<file path="config.mk">
export PLATFORM = sky130hd
export DESIGN_NAME = nand_cmd_seq
export DESIGN_NICKNAME = d
export VERILOG_FILES = /design/src/rtl/nfs_pkg.sv /design/src/rtl/nfs_regs.sv /design/src/rtl/nfs_strobe.sv /design/src/rtl/nfs_seq.sv /design/src/rtl/nand_cmd_seq.sv
export SDC_FILE = /design/constraint.sdc
export NUM_CORES = 1
export LEC_CHECK = 0
export ABC_AREA = 1
export BUFFER_PORTS_ARGS = -buffer_cell sky130_fd_sc_hd__buf_2
export CAP_MARGIN = 20
export CORE_AREA = 2 2 155 142
export CTS_BUF_LIST = sky130_fd_sc_hd__clkbuf_8
export CTS_CLUSTER_DIAMETER = 30
export CTS_CLUSTER_SIZE = 10
export DETAILED_ROUTE_END_ITERATION = 16
export DIE_AREA = 0 0 157 144
export GPL_TIMING_DRIVEN = 0
export HOLD_SLACK_MARGIN = 0.1
export PLACE_DENSITY = 0.51
export SLEW_MARGIN = 20
export SYNTH_ARGS = -nofsm -noshare
export SYNTH_HDL_FRONTEND = slang
export SYNTH_SLANG_ARGS = --single-unit
export TNS_END_PERCENT = 20
</file>
<file path="constraint.sdc">
create_clock -name clk -period 2.4 [get_ports clk]
set_input_delay 0.24 -clock clk [delete_from_list [all_inputs] [get_ports clk]]
set_output_delay 0.24 -clock clk [all_outputs]
set_load 0.01 [all_outputs]
</file>
<file path="src/rtl/nfs_pkg.sv">
package nfs_pkg;
   localparam logic [2:0] REG_START  = 3'd0;
   localparam logic [2:0] REG_CMD2   = 3'd1;
   localparam logic [2:0] REG_ADDR_L = 3'd2;
   localparam logic [2:0] REG_ADDR_H = 3'd3;
   localparam logic [2:0] REG_LEN    = 3'd4;
   localparam logic [2:0] REG_IRQ    = 3'd5;
   localparam logic [2:0] REG_SRST   = 3'd6;

   localparam int B_GO      = 31;
   localparam int B_ADDR_EN = 30;
   localparam int B_RD      = 26;
   localparam int B_WR      = 25;
   localparam int B_CE      = 19;
   localparam int B_C2_EN   = 8;
   localparam int B_IRQ_DN  = 31;
   localparam int B_IRQ_XF  = 28;

   typedef enum logic [3:0] {
      S_IDLE, S_CMD1, S_ADDR, S_WLOAD, S_WDATA, S_CMD2,
      S_TWB, S_WAITRB, S_RDATA, S_RHOLD, S_FINISH
   } seq_state_t;

   typedef struct packed {
      logic [7:0] opcode;
      logic       rd;
      logic       wr;
      logic       addr_en;
      logic [2:0] addr_m1;
      logic       ce_sel;
   } op_cfg_t;
endpackage

</file>
<file path="src/rtl/nfs_regs.sv">
module nfs_regs
   import nfs_pkg::*;
#(
   parameter int LEN_W     = 12,
   parameter int ADDR_HI_W = 24
) (
   input  logic                 clk,
   input  logic                 rst_n,
   input  logic                 wr_en,
   input  logic [2:0]           wr_addr,
   input  logic [31:0]          wr_data,
   input  logic                 evt_done,
   input  logic                 evt_xfer,
   output logic                 start,
   output op_cfg_t              start_cfg,
   output logic                 cmd2_en,
   output logic [7:0]           cmd2_byte,
   output logic [15:0]          addr_lo,
   output logic [ADDR_HI_W-1:0] addr_hi,
   output logic [LEN_W-1:0]     xfer_len,
   output logic                 soft_rst,
   output logic                 irq_done,
   output logic                 irq_xfer
);
   logic unused_wdata;
   logic clr_done, clr_xfer;

   assign unused_wdata = ^wr_data;

   assign start    = wr_en && (wr_addr == REG_START) && wr_data[B_GO];
   assign soft_rst = wr_en && (wr_addr == REG_SRST) && wr_data[0];
   assign clr_done = wr_en && (wr_addr == REG_IRQ) && wr_data[B_IRQ_DN];
   assign clr_xfer = wr_en && (wr_addr == REG_IRQ) && wr_data[B_IRQ_XF];

   always_comb begin
      start_cfg.opcode  = wr_data[7:0];
      start_cfg.rd      = wr_data[B_RD];
      start_cfg.wr      = wr_data[B_WR];
      start_cfg.addr_en = wr_data[B_ADDR_EN];
      start_cfg.addr_m1 = wr_data[29:27];
      start_cfg.ce_sel  = wr_data[B_CE];
   end

   always_ff @(posedge clk or negedge rst_n) begin
      if (!rst_n) begin
         cmd2_en   <= 1'b0;
         cmd2_byte <= '0;
         addr_lo   <= '0;
         addr_hi   <= '0;
         xfer_len  <= '0;
      end else if (wr_en) begin
         case (wr_addr)
            REG_CMD2: begin
               cmd2_en   <= wr_data[B_C2_EN];
               cmd2_byte <= wr_data[7:0];
            end
            REG_ADDR_L: addr_lo  <= wr_data[15:0];
            REG_ADDR_H: addr_hi  <= wr_data[ADDR_HI_W-1:0];
            REG_LEN:    xfer_len <= wr_data[LEN_W-1:0];
            default: ;
         endcase
      end
   end

   // sticky flags: soft reset first, then set beats clear
   always_ff @(posedge clk or negedge rst_n) begin
      if (!rst_n) begin
         irq_done <= 1'b0;
         irq_xfer <= 1'b0;
      end else if (soft_rst) begin
         irq_done <= 1'b0;
         irq_xfer <= 1'b0;
      end else begin
         if (evt_done)      irq_done <= 1'b1;
         else if (clr_done) irq_done <= 1'b0;
         if (evt_xfer)      irq_xfer <= 1'b1;
         else if (clr_xfer) irq_xfer <= 1'b0;
      end
   end

   AST_SET_WINS: assert property (@(posedge clk) disable iff (!rst_n)
      evt_done && !soft_rst |=> irq_done);
   AST_SRST_CLEARS: assert property (@(posedge clk) disable iff (!rst_n)
      soft_rst |=> !irq_done && !irq_xfer);
endmodule

</file>
<file path="src/rtl/nfs_strobe.sv">
module nfs_strobe #(
   parameter int LO = 2,
   parameter int HI = 1
) (
   input  logic clk,
   input  logic rst_n,
   input  logic run,
   output logic strobe_n,
   output logic sample,
   output logic last
);
   localparam int CW = $clog2(LO + HI + 1);
   localparam logic [CW-1:0] C_LO   = CW'(LO);
   localparam logic [CW-1:0] C_SAMP = CW'(LO - 1);
   localparam logic [CW-1:0] C_END  = CW'(LO + HI - 1);

   logic [CW-1:0] cnt;

   always_ff @(posedge clk or negedge rst_n) begin
      if (!rst_n)           cnt <= '0;
      else if (!run || last) cnt <= '0;
      else                  cnt <= cnt + 1'b1;
   end

   assign strobe_n = !(run && (cnt < C_LO));
   assign sample   = run && (cnt == C_SAMP);
   assign last     = run && (cnt == C_END);
endmodule

</file>
<file path="src/rtl/nfs_seq.sv">
module nfs_seq
   import nfs_pkg::*;
#(
   parameter int LEN_W     = 12,
   parameter int ADDR_HI_W = 24,
   parameter int TWB_CYC   = 4,
   parameter int RB_SYNC   = 2,
   parameter int PULSE_LO  = 2,
   parameter int PULSE_HI  = 1
) (
   input  logic                 clk,
   input  logic                 rst_n,
   input  logic                 start,
   input  op_cfg_t              start_cfg,
   input  logic                 cmd2_en,
   input  logic [7:0]           cmd2_byte,
   input  logic [15:0]          addr_lo,
   input  logic [ADDR_HI_W-1:0] addr_hi,
   input  logic [LEN_W-1:0]     xfer_len,
   input  logic                 soft_rst,
   input  logic [7:0]           tx_data,
   input  logic                 tx_valid,
   output logic                 tx_ready,
   output logic [7:0]           rx_data,
   output logic                 rx_valid,
   input  logic                 rx_ready,
   output logic [1:0]           nf_ce_n,
   output logic                 nf_cle,
   output logic                 nf_ale,
   output logic                 nf_we_n,
   output logic                 nf_re_n,
   output logic [7:0]           nf_dq_out,
   output logic                 nf_dq_oe,
   input  logic [7:0]           nf_dq_in,
   input  logic                 nf_rb,
   output logic                 evt_done,
   output logic                 evt_xfer
);
   localparam int NB  = 2 + ADDR_HI_W / 8;
   localparam int TCW = $clog2(TWB_CYC + 1);
   localparam logic [TCW-1:0] TWB_END = TCW'(TWB_CYC - 1);

   seq_state_t state, nxt;
   op_cfg_t    cfg;
   logic [2:0]       acnt;
   logic [LEN_W-1:0] dcnt;
   logic [TCW-1:0]   tcnt;
   logic [7:0]       wbyte, rbyte, addr_byte;
   logic             rb_s, run, stb_n, stb_sample, stb_last, accept;
   logic [7:0]       abyte [NB];

   // address byte lanes: low register first, then high register
   for (genvar g = 0; g < NB; g++) begin : g_abyte
      if (g < 2) begin : g_lo
         assign abyte[g] = addr_lo[8*g +: 8];
      end else begin : g_hi
         assign abyte[g] = addr_hi[8*(g-2) +: 8];
      end
   end

   always_comb begin
      addr_byte = 8'h00;
      for (int i = 0; i < NB; i++)
         if (acnt == 3'(i)) addr_byte = abyte[i];
   end

   // ready/busy synchroniser variant
   if (RB_SYNC == 0) begin : g_rb_direct
      assign rb_s = nf_rb;
   end else begin : g_rb_sync
      logic [RB_SYNC-1:0] rb_q;
      always_ff @(posedge clk or negedge rst_n) begin
         if (!rst_n) rb_q <= '0;
         else        rb_q <= {rb_q[RB_SYNC-2:0], nf_rb};
      end
      assign rb_s = rb_q[RB_SYNC-1];
   end

   assign run = (state == S_CMD1) || (state == S_ADDR) || (state == S_WDATA) ||
                (state == S_CMD2) || (state == S_RDATA);

   nfs_strobe #(.LO(PULSE_LO), .HI(PULSE_HI)) u_strobe (
      .clk(clk), .rst_n(rst_n), .run(run),
      .strobe_n(stb_n), .sample(stb_sample), .last(stb_last)
   );

   assign accept = start && (state == S_IDLE) && !(start_cfg.rd && !start_cfg.addr_en);

   function automatic seq_state_t after_addr(input op_cfg_t c, input logic c2);
      if (c.wr)    return S_WLOAD;
      else if (c2) return S_CMD2;
      else         return S_TWB;
   endfunction

   always_comb begin
      nxt = state;
      case (state)
         S_IDLE:   if (accept) nxt = S_CMD1;
         S_CMD1:   if (stb_last) nxt = cfg.addr_en ? S_ADDR : after_addr(cfg, cmd2_en);
         S_ADDR:   if (stb_last && acnt == cfg.addr_m1) nxt = after_addr(cfg, cmd2_en);
         S_WLOAD:  if (tx_valid) nxt = S_WDATA;
         S_WDATA:  if (stb_last) nxt = (dcnt == xfer_len) ? (cmd2_en ? S_CMD2 : S_TWB) : S_WLOAD;
         S_CMD2:   if (stb_last) nxt = S_TWB;
         S_TWB:    if (tcnt == TWB_END) nxt = S_WAITRB;
         S_WAITRB: if (rb_s) nxt = cfg.rd ? S_RDATA : S_FINISH;
         S_RDATA:  if (stb_last) nxt = S_RHOLD;
         S_RHOLD:  if (rx_ready) nxt = (dcnt == xfer_len) ? S_FINISH : S_RDATA;
         S_FINISH: nxt = S_IDLE;
         default:  nxt = S_IDLE;
      endcase
   end

   always_ff @(posedge clk or negedge rst_n) begin
      if (!rst_n) begin
         state <= S_IDLE;
         cfg   <= '0;
         acnt  <= '0;
         dcnt  <= '0;
         tcnt  <= '0;
         wbyte <= '0;
         rbyte <= '0;
      end else if (soft_rst) begin
         state <= S_IDLE;
         acnt  <= '0;
         dcnt  <= '0;
         tcnt  <= '0;
      end else begin
         state <= nxt;
         if (accept) cfg <= start_cfg;
         if (state == S_IDLE) begin
            acnt <= '0;
            dcnt <= '0;
         end
         if (state == S_ADDR && stb_last) acnt <= acnt + 1'b1;
         if (state == S_WLOAD && tx_valid) wbyte <= tx_data;
         if (state == S_WDATA && stb_last) dcnt <= dcnt + 1'b1;
         if (state == S_RDATA && stb_sample) rbyte <= nf_dq_in;
         if (state == S_RHOLD && rx_ready) dcnt <= dcnt + 1'b1;
         tcnt <= (state == S_TWB) ? tcnt + 1'b1 : '0;
      end
   end

   assign tx_ready = (state == S_WLOAD);
   assign rx_valid = (state == S_RHOLD);
   assign rx_data  = rbyte;
   assign nf_cle   = (state == S_CMD1) || (state == S_CMD2);
   assign nf_ale   = (state == S_ADDR);
   assign nf_we_n  = (state == S_RDATA) ? 1'b1 : stb_n;
   assign nf_re_n  = (state == S_RDATA) ? stb_n : 1'b1;
   assign nf_dq_oe = nf_cle || nf_ale || (state == S_WDATA);
   assign nf_ce_n  = (state == S_IDLE) ? 2'b11 : (cfg.ce_sel ? 2'b01 : 2'b10);
   assign evt_done = (state == S_FINISH);
   assign evt_xfer = (state == S_FINISH) && cfg.rd;

   always_comb begin
      case (state)
         S_CMD1:  nf_dq_out = cfg.opcode;
         S_CMD2:  nf_dq_out = cmd2_byte;
         S_ADDR:  nf_dq_out = addr_byte;
         S_WDATA: nf_dq_out = wbyte;
         default: nf_dq_out = 8'h00;
      endcase
   end

   AST_BUS_IDLE: assert property (@(posedge clk) disable iff (!rst_n)
      state == S_IDLE |-> nf_we_n && nf_re_n && !nf_cle && !nf_ale);
   AST_CE_ONEHOT: assert property (@(posedge clk) disable iff (!rst_n)
      $onehot0(~nf_ce_n));
   AST_STROBE_EXCL: assert property (@(posedge clk) disable iff (!rst_n)
      !(!nf_we_n && !nf_re_n));
   AST_ADDR_BOUND: assert property (@(posedge clk) disable iff (!rst_n)
      nf_ale |-> acnt <= cfg.addr_m1);
   AST_RX_HOLD: assert property (@(posedge clk) disable iff (!rst_n || soft_rst)
      rx_valid && !rx_ready |=> rx_valid && $stable(rx_data));
endmodule

</file>
<file path="src/rtl/nand_cmd_seq.sv">
module nand_cmd_seq
   import nfs_pkg::*;
#(
   parameter int LEN_W     = 12,
   parameter int ADDR_HI_W = 24,
   parameter int TWB_CYC   = 4,
   parameter int RB_SYNC   = 2,
   parameter int PULSE_LO  = 2,
   parameter int PULSE_HI  = 1
) (
   input  logic        clk,
   input  logic        rst_n,
   input  logic        reg_we,
   input  logic [2:0]  reg_addr,
   input  logic [31:0] reg_wdata,
   input  logic [7:0]  tx_data,
   input  logic        tx_valid,
   output logic        tx_ready,
   output logic [7:0]  rx_data,
   output logic        rx_valid,
   input  logic        rx_ready,
   output logic [1:0]  nf_ce_n,
   output logic        nf_cle,
   output logic        nf_ale,
   output logic        nf_we_n,
   output logic        nf_re_n,
   output logic [7:0]  nf_dq_out,
   output logic        nf_dq_oe,
   input  logic [7:0]  nf_dq_in,
   input  logic        nf_rb,
   output logic        irq_cmd_done,
   output logic        irq_xfer_done,
   output logic        irq
);
   if (PULSE_LO < 1 || PULSE_HI < 1) begin : g_bad_pulse
      $error("pulse phases need at least one cycle each");
   end
   if (TWB_CYC < 1) begin : g_bad_twb
      $error("settle count must be at least one");
   end
   if (RB_SYNC == 1 || RB_SYNC < 0) begin : g_bad_sync
      $error("ready/busy sync must be zero or two or more stages");
   end
   if (ADDR_HI_W % 8 != 0 || ADDR_HI_W < 8 || ADDR_HI_W > 48) begin : g_bad_addr
      $error("high address width must be whole bytes, 8 to 48");
   end
   if (LEN_W < 1 || LEN_W > 24) begin : g_bad_len
      $error("length width out of range");
   end

   op_cfg_t                start_cfg;
   logic                   start, cmd2_en, soft_rst, evt_done, evt_xfer;
   logic [7:0]             cmd2_byte;
   logic [15:0]            addr_lo;
   logic [ADDR_HI_W-1:0]   addr_hi;
   logic [LEN_W-1:0]       xfer_len;

   nfs_regs #(.LEN_W(LEN_W), .ADDR_HI_W(ADDR_HI_W)) u_regs (
      .clk(clk), .rst_n(rst_n), .wr_en(reg_we), .wr_addr(reg_addr),
      .wr_data(reg_wdata), .evt_done(evt_done), .evt_xfer(evt_xfer),
      .start(start), .start_cfg(start_cfg), .cmd2_en(cmd2_en),
      .cmd2_byte(cmd2_byte), .addr_lo(addr_lo), .addr_hi(addr_hi),
      .xfer_len(xfer_len), .soft_rst(soft_rst),
      .irq_done(irq_cmd_done), .irq_xfer(irq_xfer_done)
   );

   nfs_seq #(
      .LEN_W(LEN_W), .ADDR_HI_W(ADDR_HI_W), .TWB_CYC(TWB_CYC),
      .RB_SYNC(RB_SYNC), .PULSE_LO(PULSE_LO), .PULSE_HI(PULSE_HI)
   ) u_seq (
      .clk(clk), .rst_n(rst_n), .start(start), .start_cfg(start_cfg),
      .cmd2_en(cmd2_en), .cmd2_byte(cmd2_byte), .addr_lo(addr_lo),
      .addr_hi(addr_hi), .xfer_len(xfer_len), .soft_rst(soft_rst),
      .tx_data(tx_data), .tx_valid(tx_valid), .tx_ready(tx_ready),
      .rx_data(rx_data), .rx_valid(rx_valid), .rx_ready(rx_ready),
      .nf_ce_n(nf_ce_n), .nf_cle(nf_cle), .nf_ale(nf_ale),
      .nf_we_n(nf_we_n), .nf_re_n(nf_re_n), .nf_dq_out(nf_dq_out),
      .nf_dq_oe(nf_dq_oe), .nf_dq_in(nf_dq_in), .nf_rb(nf_rb),
      .evt_done(evt_done), .evt_xfer(evt_xfer)
   );

   assign irq = irq_cmd_done || irq_xfer_done;
endmodule

</file>
### Word-level counts from Yosys, hierarchy flattened

Cells that the tools add are included.

| storage, ports and cells | value |
|---|---|
| flip-flop bits (word level) | 120 |
| output and inout port bits | 28 |
| input bits | 57 |
| word-level logic and storage cells | 154 |

| operators by class | value |
|---|---|
| reductions and logical operators | 48 |
| bitwise gates (word level) | 1 |
| $lt $le $gt $ge | 1 |
| add/sub/neg operators | 4 |
| muxes and demuxes | 44 |
| equality and inequality tests | 35 |

Operators by type and width:

| kind | number |
|---|---|
| 4-bit two-way mux | 13 |
| 12-bit two-way mux | 4 |
| 8-bit two-way mux | 5 |
| 4-bit case mux with 10 select lines | 1 |
| 8-bit case mux with 4 select lines | 1 |
| 3-bit by 2-bit != test with 1-bit output (second input constant) | 8 |
| 1-bit logical AND | 20 |
| 3-bit two-way mux | 6 |
| 4-bit by 3-bit equality test with 1-bit output (second input constant) | 4 |
| 3-bit by 2-bit equality test with 1-bit output (second input constant) | 5 |
| 2-bit AND reduction | 7 |
| 12-bit by 1-bit adder with 12-bit output (second input constant) | 1 |
| 12-bit equality test | 1 |
| 3-bit equality test (second input constant) | 4 |
| 4-bit equality test (second input constant) | 3 |
| 2-bit two-way mux | 6 |
| 10-bit AND reduction | 1 |
| 1-bit logical OR | 9 |
| 3-bit nonzero test | 3 |
| 4-bit by 2-bit equality test with 1-bit output (second input constant) | 2 |
| 1-bit two-way mux | 8 |
| 3-bit by 1-bit adder with 3-bit output (second input constant) | 2 |
| 3-bit by 1-bit equality test with 1-bit output (second input constant) | 2 |
| 3-bit logical NOT | 2 |
| 12 further kinds | 15 |

### Longest topological paths before layout

| logic depth | value |
|---|---|
| word-level depth | 10 |
| mapped depth | 12 |
| depth with buffers taken out | 12 |

### Hierarchy

Synthesis repeated with hierarchy kept, for this count alone.

| unflattened totals | value |
|---|---|
| cells, all modules | 712 |
| area total of the unflattened synthesis | 6228.5 µm² |

Modules (own cells, without submodules):

| module | area an instance (µm²) | sequential area each (µm²) | times used | cells an instance |
|---|---|---|---|---|
| nfs_seq | 3484.6 | 1376.3 | 1 | 435 |
| nfs_regs | 2616.3 | 1576.5 | 1 | 259 |
| nfs_strobe | 116.4 | 50.0 | 1 | 15 |
| nand_cmd_seq | 11.3 | 0.0 | 1 | 3 |

### Worst setup path after synthesis

No wires, ideal clock.

| timing path | value |
|---|---|
| path type | reg2out |
| start point | register u_seq.acnt[2] |
| end point | output port nf_dq_out[1] |
| stages on the path, launching flop included | 10 |
| path buffers | 2 |
| arrival | 1.701 ns |
| path slack | 0.459 ns |
| required time | 2.160 ns |
| cell sequence | dfrtp_1 -> inv_1 -> clkbuf_1 -> ha_1 -> clkbuf_1 -> inv_1 -> o21ai_0 -> a31oi_1 -> o21ai_0 -> nand4_1 |

| on the way | value |
|---|---|
| word-level cells in the longest chain between the ends | 7 |
| elaborated cells on any way between the ends | 11 |
| those cells by class | eq/ne: 4; mux: 6; reduce/logical: 1 |

Ends and longest elaborated chain:

| element | RTL line | RTL |
|---|---|---|
| start, declared | nfs_seq.sv:45 | `logic [2:0] acnt;` |
| start signal, assigned | nfs_seq.sv:134 | `if (state == S_ADDR && stb_last) acnt <= acnt + 1'b1;` |
| 3-bit logical NOT | nfs_seq.sv:64 | `if (acnt == 3'(i)) addr_byte = abyte[i];` |
| 8-bit two-way mux (4 in a row) | nfs_seq.sv:64 |  |
| 8-bit two-way mux (*) | nfs_seq.sv:64 |  |
| 8-bit case mux with 4 select lines (*) | nfs_seq.sv:156 | `case (state)` |
| end, declared | nand_cmd_seq.sv:27 | `output logic [7:0] nf_dq_out,` |

Every way passes the cells marked *; elsewhere a longest branch is shown, timed or not.

### Worst setup path after layout

| timing path | value |
|---|---|
| start point | register u_seq.acnt[0] |
| end point | output port nf_dq_out[3] |

Same word-level chain as after synthesis.

==> results.tsv <==
metric	value	unit
outcome	finished clean	
cp-startpoint	u_seq.acnt[0]$_DFFE_PN0P_	
design.die.area	0.0226	mm^2
clock_sinks	120	
ys.flop_type	dfrtp_1	
timing.fmax	420	MHz
synth_mux_area_share	5.57	%
async_flop_share	100	%
antenna_found_initial	1	
cts_buffer_depth	2	
synth-xor-area-share	1.90	%
layout_commonest_cell	nand2_1	
relSlewSlack	60.3	%
syn_to_final_growth	27.3	%
final_cell_mix	179 x nand2_1, 117 x dfrtp_1, 82 x buf_2	
clockRootBuffer	clkbuf_8	
ys_types	42	
synthSimpleGateAreaFrac	22.4	%
min_path_type	primary input to register	
crit_arrival	2.14	ns
die_w	157	um
clock_latency	0.44	ns
synth-compound-area-share	11.5	%
overflow	0	
fin_ws	0.0207	ns
path_class	register to primary output	
maxSlewViolCount	0	
synth_edf_count	0	
grt_pass1_wl	26800	um
leakage	0.00374	uW
cp_max_fo	8	
switchingPower	2750	uW
cts_buffers	17	
required	2.16	ns
drc	0	
ir_worst_vdd	0.000498	V
wire_per_inst	14.9	um
crit_path_end_kind	primary output	
ys_seq_area_share	50.1	%
drt_first_pass_iters	5	
p_seq_share	40.0	%
powerDensity	935	mW/mm^2
dpl.hpwl	12300	um
skew	0.00558	ns
cts_tree	yes	
drive_gt1_share	24.3	%
die_h	144	um
min-delay-start	reg_wdata[11]	
syn_inst	681	
yosys.area.top_type_share	50.1	%
grt_pass1_vias	4970	
yosysWarningCount	0	
swShare	38.6	%
final_area	0.00763	mm^2
path_clk_slew	0.07	ns
vias_per_cell	4.52	
avgSynthCellArea	8.81	um^2
layout.nets	888	
pwr-share-comb	37.5	%
drt-total-wl	16800	um
ant_nets	0	
synth_top_family_by_area	simple AND/OR/NAND/NOR gates	
synthAdderAreaFrac	2.09	%
grt_max_degree	76	
nFillCells	2261	
synth_top_area_cell	dfrtp_1	
yosys-top-cells-area	dfrtp_1 50%, nand2_1 11%, o21ai_0 6.1%, inv_1 4.4%, mux2_2 4.3%	
worst_setup_path_start_kind	register	
core-area	0.0211	mm^2
finalSetupViolCount	0	
rows	51	
grt_usage	15.6	%
period_minus_slack	2.38	ns
initial_utilization	28.4	%
reg2reg_from	u_seq.state[3]$_DFFE_PN0P_	
p_int	4390	uW
vias	5084	
h-tree-depth	4	
period_share	99.1	%
gp_congestion	0.780	
rsz0062_at_grt	yes	
dp_slack	-0.340	ns
ys_seq_elements	120	
synth_nets	748	
syn_area	0.00600	mm^2
max_slew.worst_pin.slew	0.596	ns
portBuffers	83	
place_area	0.00681	mm^2
maxCapViolCount	0	
pwr-share-clk	22.4	%
drt-initial-drc-count	295	
io_pins	85	
hold_viol	0	
## cell type report
type | count | area, um^2 | area share (%)
plain buffers | 17 | 118 | 1.54
multi-input cells | 466 | 2670 | 35.0
repair buffers | 124 | 848 | 11.1
inverters | 75 | 297 | 3.88
flip-flops and latches | 120 | 3010 | 39.4
clock buffers | 17 | 234 | 3.07
diodes | 1 | 2.50 | 0.0328
well taps | 291 | 364 | 4.77
clock inverters | 13 | 93.8 | 1.23
## worst paths after layout
| kind | cells past startpoint | end | slack (ns) |
|---|---|---|---|
| hold / removal | 3 | u_regs.addr_hi[11]$_DFFE_PN0P_ | 0.12 |
| setup reg to reg | 11 | u_seq.dcnt[5]$_DFFE_PN0P_ | 0.41 |
| hold reg to reg | 0 | u_seq.g_rb_sync.rb_q[1]$_DFF_PN0_ | 0.35 |
| setup / recovery | 11 | nf_dq_out[3] | 0.02 |
| min in group asynchronous | 2 | u_regs.addr_hi[13]$_DFFE_PN0P_ | 0.27 |
| max in group asynchronous | 3 | u_seq.cfg[4]$_DFFE_PN0P_ | 1.41 |
## Yosys cell counts (all sizes together), types with 5 or more instances
master    n
ha       10
nand2   189
xnor2     8
o22ai     6
buf       5
clkbuf   15
a31oi     5
mux2     28
nand3    42
xor2      5
dfrtp   120
nor2     47
a21oi     8
inv      75
o21ai    89
o211ai    8
## power by group through the flow
| stage | Clock (uW) | Combinational [uW] | Sequential (uW) |
|---|---|---|---|
| after global routing | 1740 | 3020 | 2920 |
| after CTS | 1650 | 2670 | 2850 |
| after detailed placement | 0 | 2610 | 2890 |
| final | 1600 | 2680 | 2860 |
| after global placement | 0 | 2570 | 2880 |
| after floorplan | 0 | 1850 | 2790 |
## registers in the layout (all words and copies together), names as in the netlist
register / count
u_regs.addr_hi: 24
u_regs.addr_lo: 16
u_seq.cfg: 15
u_regs.xfer_len: 12
u_seq.dcnt: 12
u_regs.cmd2_byte: 8
u_seq.rx_data: 8
u_seq.wbyte: 8
u_seq.state: 4
u_seq.acnt: 3
u_seq.tcnt: 3
u_seq.g_rb_sync.rb_q: 2
u_seq.u_strobe.cnt: 2
u_regs.cmd2_en: 1
u_regs.irq_done: 1
u_regs.irq_xfer: 1
## per-layer routing
metal  up-vias  routed length [um]  global-route usage, %  part of all wire [%]
li1       2509                   -                      -                     -
met1      2465                8230                   22.1                    49
met2       101                7660                   24.1                    46
met3         9                 745                   3.18                   4.4
met4         0                 140                   4.83                  0.83
met5         -                   0                      0                     0
## cells by family (layout without fill, tap and decap cells)
family,Yosys count,after routing
muxes,28,28
other,0,1
xor gates and xnor gates,13,13
AOI/OAI and AO/OA,125,125
and+or+nand+nor,290,290
adders and majority gates,10,10
buffers and inverters,95,246
DFF,120,120
## worst max-delay path: stages (launching register included)
cell and delay, ns:
dfrtp_2 0.47, inv_4 0.10, ha_4 0.15, inv_2 0.04, nor2_4 0.21, nand3_2 0.10
nand3_2 0.07, o211ai_1 0.08, nand3_1 0.09, o211ai_1 0.09, nand2_1 0.15, buf_2 0.15
## what timing repair did
action | in CTS | in global routing
gates resized for setup | 22 | 13
hold buffers | 38 | 0
endpoints found under the setup margin | 8 | 8
pin swaps | 2 | 3
endpoints found under the hold margin | 121 | 0
buffers inserted | 1 | 1
## metrics by stage
| stage | util (%) | setup TNS (ns) | std cells | hold WS, ns | total power, uW |
|---|---|---|---|---|---|
| after floorplan | - | 0 | 681 | -0.0556 | 4650 |
| after global placement | 32.1 | -72.78 | 1055 | 0.336 | 5450 |
| after detailed placement | 32.3 | -1.82 | 1056 | 0.164 | 5490 |
| after CTS | 35.9 | -0.102 | 1122 | 0.105 | 7170 |
| after global routing | 36.1 | -0.713 | 1124 | 0.130 | 7680 |
| final | 36.1 | 0 | 1124 | 0.118 | 7140 |
Note: power is estimated with default switching activity, not from simulation.
